$ cat config.mk
export PLATFORM = sky130hd
export DESIGN_NAME = evt_timer16
export DESIGN_NICKNAME = d
export VERILOG_FILES = /design/src/rtl/evt_timer16_pkg.sv /design/src/rtl/et_ext_edge.sv /design/src/rtl/et_tick_src.sv /design/src/rtl/et_prescale.sv /design/src/rtl/evt_timer16.sv
export SDC_FILE = /design/constraint.sdc
export NUM_CORES = 1
export LEC_CHECK = 0
export BUFFER_PORTS_ARGS = -buffer_cell sky130_fd_sc_hd__buf_2
export CAP_MARGIN = 30
export CORE_MARGIN = 10
export CORE_UTILIZATION = 55
export DETAILED_ROUTE_END_ITERATION = 8
export GPL_ROUTABILITY_DRIVEN = 0
export PLACE_DENSITY_LB_ADDON = 0.3
export SYNTH_ARGS = -nofsm -noshare
export SYNTH_HDL_FRONTEND = slang
export SYNTH_SLANG_ARGS = --single-unit
$ cat constraint.sdc
create_clock -name clk -period 7 [get_ports clk]
set_input_delay 0.35 -clock clk [delete_from_list [all_inputs] [get_ports clk]]
set_output_delay 0.35 -clock clk [all_outputs]
set_load 0.1 [all_outputs]
$ cat src/rtl/evt_timer16_pkg.sv
package evt_timer16_pkg;
    localparam int unsigned BYTE_W = 8;
    localparam int unsigned PSC_W  = 2;

    typedef enum logic [1:0] {
        SEL_INSTR = 2'b00,
        SEL_SYS   = 2'b01,
        SEL_EXT   = 2'b10,
        SEL_RSVD  = 2'b11
    } clk_sel_e;

    // Control byte bits 5:0, MSB first.
    typedef struct packed {
        clk_sel_e         csel;
        logic             nosync;
        logic [PSC_W-1:0] psc;
        logic             run;
    } ctrl_t;
endpackage

$ cat src/rtl/et_ext_edge.sv
module et_ext_edge #(
    parameter int unsigned SYNC_STAGES = 2
) (
    input  logic clk,
    input  logic rst_n,
    input  logic ext_in,
    input  logic nosync,
    input  logic run,
    output logic rise_ok
);
    typedef struct packed {
        logic [SYNC_STAGES:0] sh;
        logic                 raw_prev;
        logic                 armed;
    } edge_st_t;

    edge_st_t st_d, st_q;
    logic rise_sel, fall_sel;

    always_comb begin
        st_d          = st_q;
        st_d.sh       = {st_q.sh[SYNC_STAGES-1:0], ext_in};
        st_d.raw_prev = ext_in;
        if (nosync) begin
            rise_sel = ext_in & ~st_q.raw_prev;
            fall_sel = ~ext_in & st_q.raw_prev;
        end else begin
            rise_sel = st_q.sh[SYNC_STAGES-1] & ~st_q.sh[SYNC_STAGES];
            fall_sel = ~st_q.sh[SYNC_STAGES-1] & st_q.sh[SYNC_STAGES];
        end
        st_d.armed = run & (st_q.armed | fall_sel);
        rise_ok    = rise_sel & st_q.armed;
    end

    always_ff @(posedge clk) begin
        if (!rst_n) st_q <= '0;
        else        st_q <= st_d;
    end
endmodule

$ cat src/rtl/et_tick_src.sv
module et_tick_src
    import evt_timer16_pkg::*;
#(
    parameter int unsigned PHASE_W = 2
) (
    input  logic     clk,
    input  logic     rst_n,
    input  clk_sel_e csel,
    input  logic     ext_tick,
    output logic     tick
);
    logic [PHASE_W-1:0] phase_d, phase_q;

    always_comb begin
        phase_d = phase_q + 1'b1;
        unique case (csel)
            SEL_SYS: tick = 1'b1;
            SEL_EXT: tick = ext_tick;
            default: tick = (phase_q == '1);
        endcase
    end

    always_ff @(posedge clk) begin
        if (!rst_n) phase_q <= '0;
        else        phase_q <= phase_d;
    end
endmodule

$ cat src/rtl/et_prescale.sv
module et_prescale
    import evt_timer16_pkg::*;
(
    input  logic             clk,
    input  logic             rst_n,
    input  logic             tick_in,
    input  logic [PSC_W-1:0] ratio,
    input  logic             clear,
    output logic             inc
);
    localparam int unsigned PCNT_W = (1 << PSC_W) - 1;

    logic [PCNT_W-1:0] pcnt_d, pcnt_q, lim;

    always_comb begin
        lim    = PCNT_W'((32'd1 << ratio) - 32'd1);
        inc    = tick_in & ~clear & (pcnt_q >= lim);
        pcnt_d = pcnt_q;
        if (clear)        pcnt_d = '0;
        else if (inc)     pcnt_d = '0;
        else if (tick_in) pcnt_d = pcnt_q + 1'b1;
    end

    always_ff @(posedge clk) begin
        if (!rst_n) pcnt_q <= '0;
        else        pcnt_q <= pcnt_d;
    end
endmodule

$ cat src/rtl/evt_timer16.sv
module evt_timer16
    import evt_timer16_pkg::*;
#(
    parameter int unsigned CNT_BYTES   = 2,
    parameter int unsigned SYNC_STAGES = 2,
    parameter int unsigned PHASE_W     = 2,
    parameter int unsigned ADDR_W      = $clog2(CNT_BYTES + 1)
) (
    input  logic              clk,
    input  logic              rst_n,
    input  logic              wr_en,
    input  logic [ADDR_W-1:0] wr_addr,
    input  logic [BYTE_W-1:0] wr_data,
    input  logic [ADDR_W-1:0] rd_addr,
    output logic [BYTE_W-1:0] rd_data,
    input  logic              ext_in,
    input  logic              gate_en,
    output logic              ovf_flag
);
    localparam int unsigned CNT_W     = CNT_BYTES * BYTE_W;
    localparam logic [ADDR_W-1:0] CTRL_ADDR = ADDR_W'(CNT_BYTES);

    typedef struct packed {
        logic [CNT_W-1:0] cnt;
        ctrl_t            ctrl;
        logic             flag;
    } tmr_st_t;

    tmr_st_t st_d, st_q;
    logic ext_tick, src_tick, gated, psc_inc, cnt_wr, wrap;
    logic spare_unused;

    assign spare_unused = wr_data[BYTE_W-1];
    assign cnt_wr       = wr_en && (wr_addr < CTRL_ADDR);
    assign gated        = st_q.ctrl.run & gate_en & src_tick;
    assign ovf_flag     = st_q.flag;

    et_ext_edge #(.SYNC_STAGES(SYNC_STAGES)) u_edge (
        .clk(clk), .rst_n(rst_n), .ext_in(ext_in),
        .nosync(st_q.ctrl.nosync), .run(st_q.ctrl.run), .rise_ok(ext_tick)
    );

    et_tick_src #(.PHASE_W(PHASE_W)) u_src (
        .clk(clk), .rst_n(rst_n), .csel(st_q.ctrl.csel),
        .ext_tick(ext_tick), .tick(src_tick)
    );

    et_prescale u_psc (
        .clk(clk), .rst_n(rst_n), .tick_in(gated),
        .ratio(st_q.ctrl.psc), .clear(cnt_wr), .inc(psc_inc)
    );

    always_comb begin
        st_d = st_q;
        wrap = 1'b0;
        for (int b = 0; b < CNT_BYTES; b++) begin
            if (wr_en && wr_addr == ADDR_W'(b))
                st_d.cnt[b*BYTE_W +: BYTE_W] = wr_data;
        end
        if (psc_inc)
            {wrap, st_d.cnt} = {1'b0, st_q.cnt} + 1'b1;
        if (wr_en && wr_addr == CTRL_ADDR) begin
            st_d.ctrl = ctrl_t'(wr_data[5:0]);
            st_d.flag = wr_data[6];
        end
        if (wrap) st_d.flag = 1'b1;
    end

    always_ff @(posedge clk) begin
        if (!rst_n) st_q <= '0;
        else        st_q <= st_d;
    end

    always_comb begin
        rd_data = '0;
        for (int b = 0; b < CNT_BYTES; b++) begin
            if (rd_addr == ADDR_W'(b)) rd_data = st_q.cnt[b*BYTE_W +: BYTE_W];
        end
        if (rd_addr == CTRL_ADDR) rd_data = {1'b0, st_q.flag, st_q.ctrl};
    end
endmodule

==> flow_summary.json <==
{
  "min_path_cells": 2,
  "die_height_um": 78.3,
  "status": "completed",
  "grt_start_max_net_pins": 21,
  "root_buffer": "clkbuf_4",
  "drv_slew": 0,
  "synthesis.area_sq_um": 1870,
  "drc_errors": 0,
  "finalPower_uw": 407,
  "final_cell_mix": "40 x nand2_1, 32 x dfxtp_1, 25 x buf_2",
  "area_growth_pct": 13.7,
  "ctsResizeCount": 0,
  "hold_start": "ext_in",
  "drt_first_pass_iters": 4,
  "internal_power_uw": 300,
  "netSwitchingFraction_pct": 26.4,
  "grt_use_total_pct": 16.6,
  "ant_nets": 0,
  "portBuffers": 25,
  "max_stage_delay_ns": 0.60,
  "worst-slew-pin-transition_ns": 0.666,
  "worst_hold_path_type": "in2reg",
  "rsz0062_at_grt": "no",
  "cts_buffer_depth": 2,
  "drt_first_iter_violations": 92,
  "fmax_mhz": 414,
  "synthMuxAreaShare_pct": 9.11,
  "hold_buffers": 0,
  "p_switching_uw": 107,
  "whs_ns": 0.247,
  "ys_seq_elements": 32,
  "final_nets": 281,
  "cp-start-kind": "register",
  "cts.sinks": 32,
  "seqPwrFrac_pct": 48.0,
  "end_kind": "register",
  "p_leak_nw": 0.821,
  "r2r-end": "ovf_flag",
  "rr_startpoint": "st_q[4]",
  "ys_types": 41,
  "dieArea_sq_um": 6130,
  "crit_path_max_fanout": 7,
  "fp.dieW_um": 78.3,
  "wire_per_inst_um": 16.0,
  "place_ws_ns": 4.60,
  "reg2reg_slack_ns": 4.58,
  "synth-compound-area-share_pct": 19.6,
  "dpl.cell_count": 295,
  "synth-simple-area-share_pct": 28.6,
  "path_class": "reg2reg",
  "fin_skew_ns": 0.00455,
  "synth_xor_xnor_area_share_pct": 0,
  "fp.coreArea_sq_um": 3310,
  "grt_pass1_wl_um": 8380,
  "cap_violations": 0,
  "layout_commonest_cell": "nand2_1",
  "antenna_cells": 0,
  "antenna_found_initial": 0,
  "syn_nets": 256,
  "hold_viol_final": 0,
  "cts_tree": "yes",
  "cts_buffers": 5,
  "io_pins": 26,
  "yosysWarnings": 0,
  "critical_path.top_delay_family": "simple AND/OR/NAND/NOR gates",
  "start_util_pct": 56.4,
  "num_rows": 21,
  "path_clk_slew_ns": 0.10,
  "maxSlewHeadroom_pct": 55.6,
  "route.vias.total": 1795,
  "seq_area_frac_synth_pct": 34.3,
  "synth_fa_ha_area_share_pct": 5.36,
  "slowest_stage": "or4_1",
  "tns_ns": 0,
  "placed_cell_area_sq_um": 2030,
  "fin_cells": 303,
  "whs_endpoint": "u_edge.st_d[3]",
  "period_needed_ns": 2.42,
  "grt_overflow": 0,
  "routed_wl_um": 4830,
  "avgSynthCellArea_sq_um": 8.09,
  "vias_per_cell": 5.92,
  "post_cts_buffers": 0,
  "setup_viol": 0,
  "path_cells": "or3b_1 > a2111oi_4 > o2111ai_2 > or4_1 > a21oi_1",
  "synthCells": 231,
  "ff2ff_path_depth": 5,
  "ir_worst_vdd_v": 0.000114,
  "final_layout_size_suffix_gt1_share_pct": 14.8,
  "fin_util_pct": 64.1,
  "fin_area_sq_um": 2120,
  "p_comb_share_pct": 12.7,
  "crit_arrival_ns": 2.68,
  "cp.required_ns": 7.27,
  "dp_hpwl_um": 3660,
  "worst-path-buf-inv": 0,
  "clk_latency_ns": 0.33,
  "finalCritPeriodShare_pct": 34.5,
  "setup_slack_ns": 4.58,
  "pwr-share-clk_pct": 39.3,
  "grt_pass1_vias": 1732,
  "htreeDepth": 2,
  "cellPowerDensity_nw_per_um2": 192,
  "synth_top_family_by_area": "simple AND/OR/NAND/NOR gates"
}
[sequential cells by signal (all words and copies together), names as in the netlist]
| signal | count |
|---|---|
| u_psc.pcnt_q | 3 |
| ovf_flag | 1 |
| u_edge.st_q | 2 |
| u_src.phase_q | 2 |
| st_q | 22 |
| u_edge.st_d | 2 |
[area by class of cell]
class                      instances  area, sq um
inverter                           7         26.3
clock buffer                       7         65.1
tap                               46         57.6
sequential                        32          641
timing repair buffer              26          133
multi-input combinational        184         1170
clock inverter                     1         30.0
fill                             309         1190
[layer usage]
metal  vias up  GRT usage (%)  share of wire [%]
met5         -              0                  0
li1        902              -                  -
met4         0           6.27                1.9
met2        55           26.8                 48
met3        10           5.01                6.6
met1       828           20.3                 44
[power groups by stage]
stage	logic, mW	clock network (mW)	registers [mW]
after global placement	0.0509	0	0.199
after detailed placement	0.0512	0	0.199
after global routing	0.0564	0.170	0.196
after CTS	0.0513	0.162	0.195
final	0.0516	0.160	0.196
after floorplan	0.0359	0	0.199
[cells by family after synthesis]
family | count (synthesis)
DFF | 32
buffers and inverters | 15
muxes | 17
and+or+nand+nor | 109
AOI/OAI and AO/OA | 50
adders and majority gates | 8
[worst max path at each step]
stage,from,endpoint,slack (ns),cells past startpoint
global route,st_q[4],ovf_flag,4.43,5
detailed placement,st_q[4],ovf_flag,4.60,5
global placement,st_q[5],st_q[11],4.51,7
floorplan,rd_addr[0],rd_data[0],3.67,3
CTS,st_q[4],ovf_flag,4.58,5
finish,st_q[4],ovf_flag,4.58,5
[Yosys cell counts, drive strengths merged]
cell type / n / share of area (%)
o311ai: 1 / 0.47
nand4b: 1 / 0.47
nand2: 40 / 8.0
inv: 7 / 1.4
a211o: 1 / 0.47
or3b: 1 / 0.47
nor4: 1 / 0.34
a2bb2oi: 2 / 0.94
o221ai: 2 / 0.94
and3: 2 / 0.67
o2111ai: 3 / 1.7
nand3b: 3 / 1.2
nor2b: 2 / 0.67
o21ai: 11 / 2.9
o311a: 1 / 0.54
a311oi: 1 / 0.47
nor3: 4 / 1.1
nor3b: 1 / 0.40
mux2i: 17 / 9.1
dfxtp: 32 / 34
nand4: 3 / 1.0
o22ai: 1 / 0.34
o31a: 4 / 1.9
nand3: 10 / 2.7
or2: 3 / 1.0
and4: 1 / 0.47
a21oi: 7 / 1.9
clkbuf: 7 / 1.4
or3: 6 / 2.0
nand2b: 5 / 1.7
buf: 1 / 0.20
ha: 8 / 5.4
o211ai: 6 / 2.4
a2111oi: 2 / 1.9
or4: 2 / 0.80
nor2: 18 / 3.6
and2: 6 / 2.0
a31oi: 8 / 2.7
(Power assumes the default switching activity.)
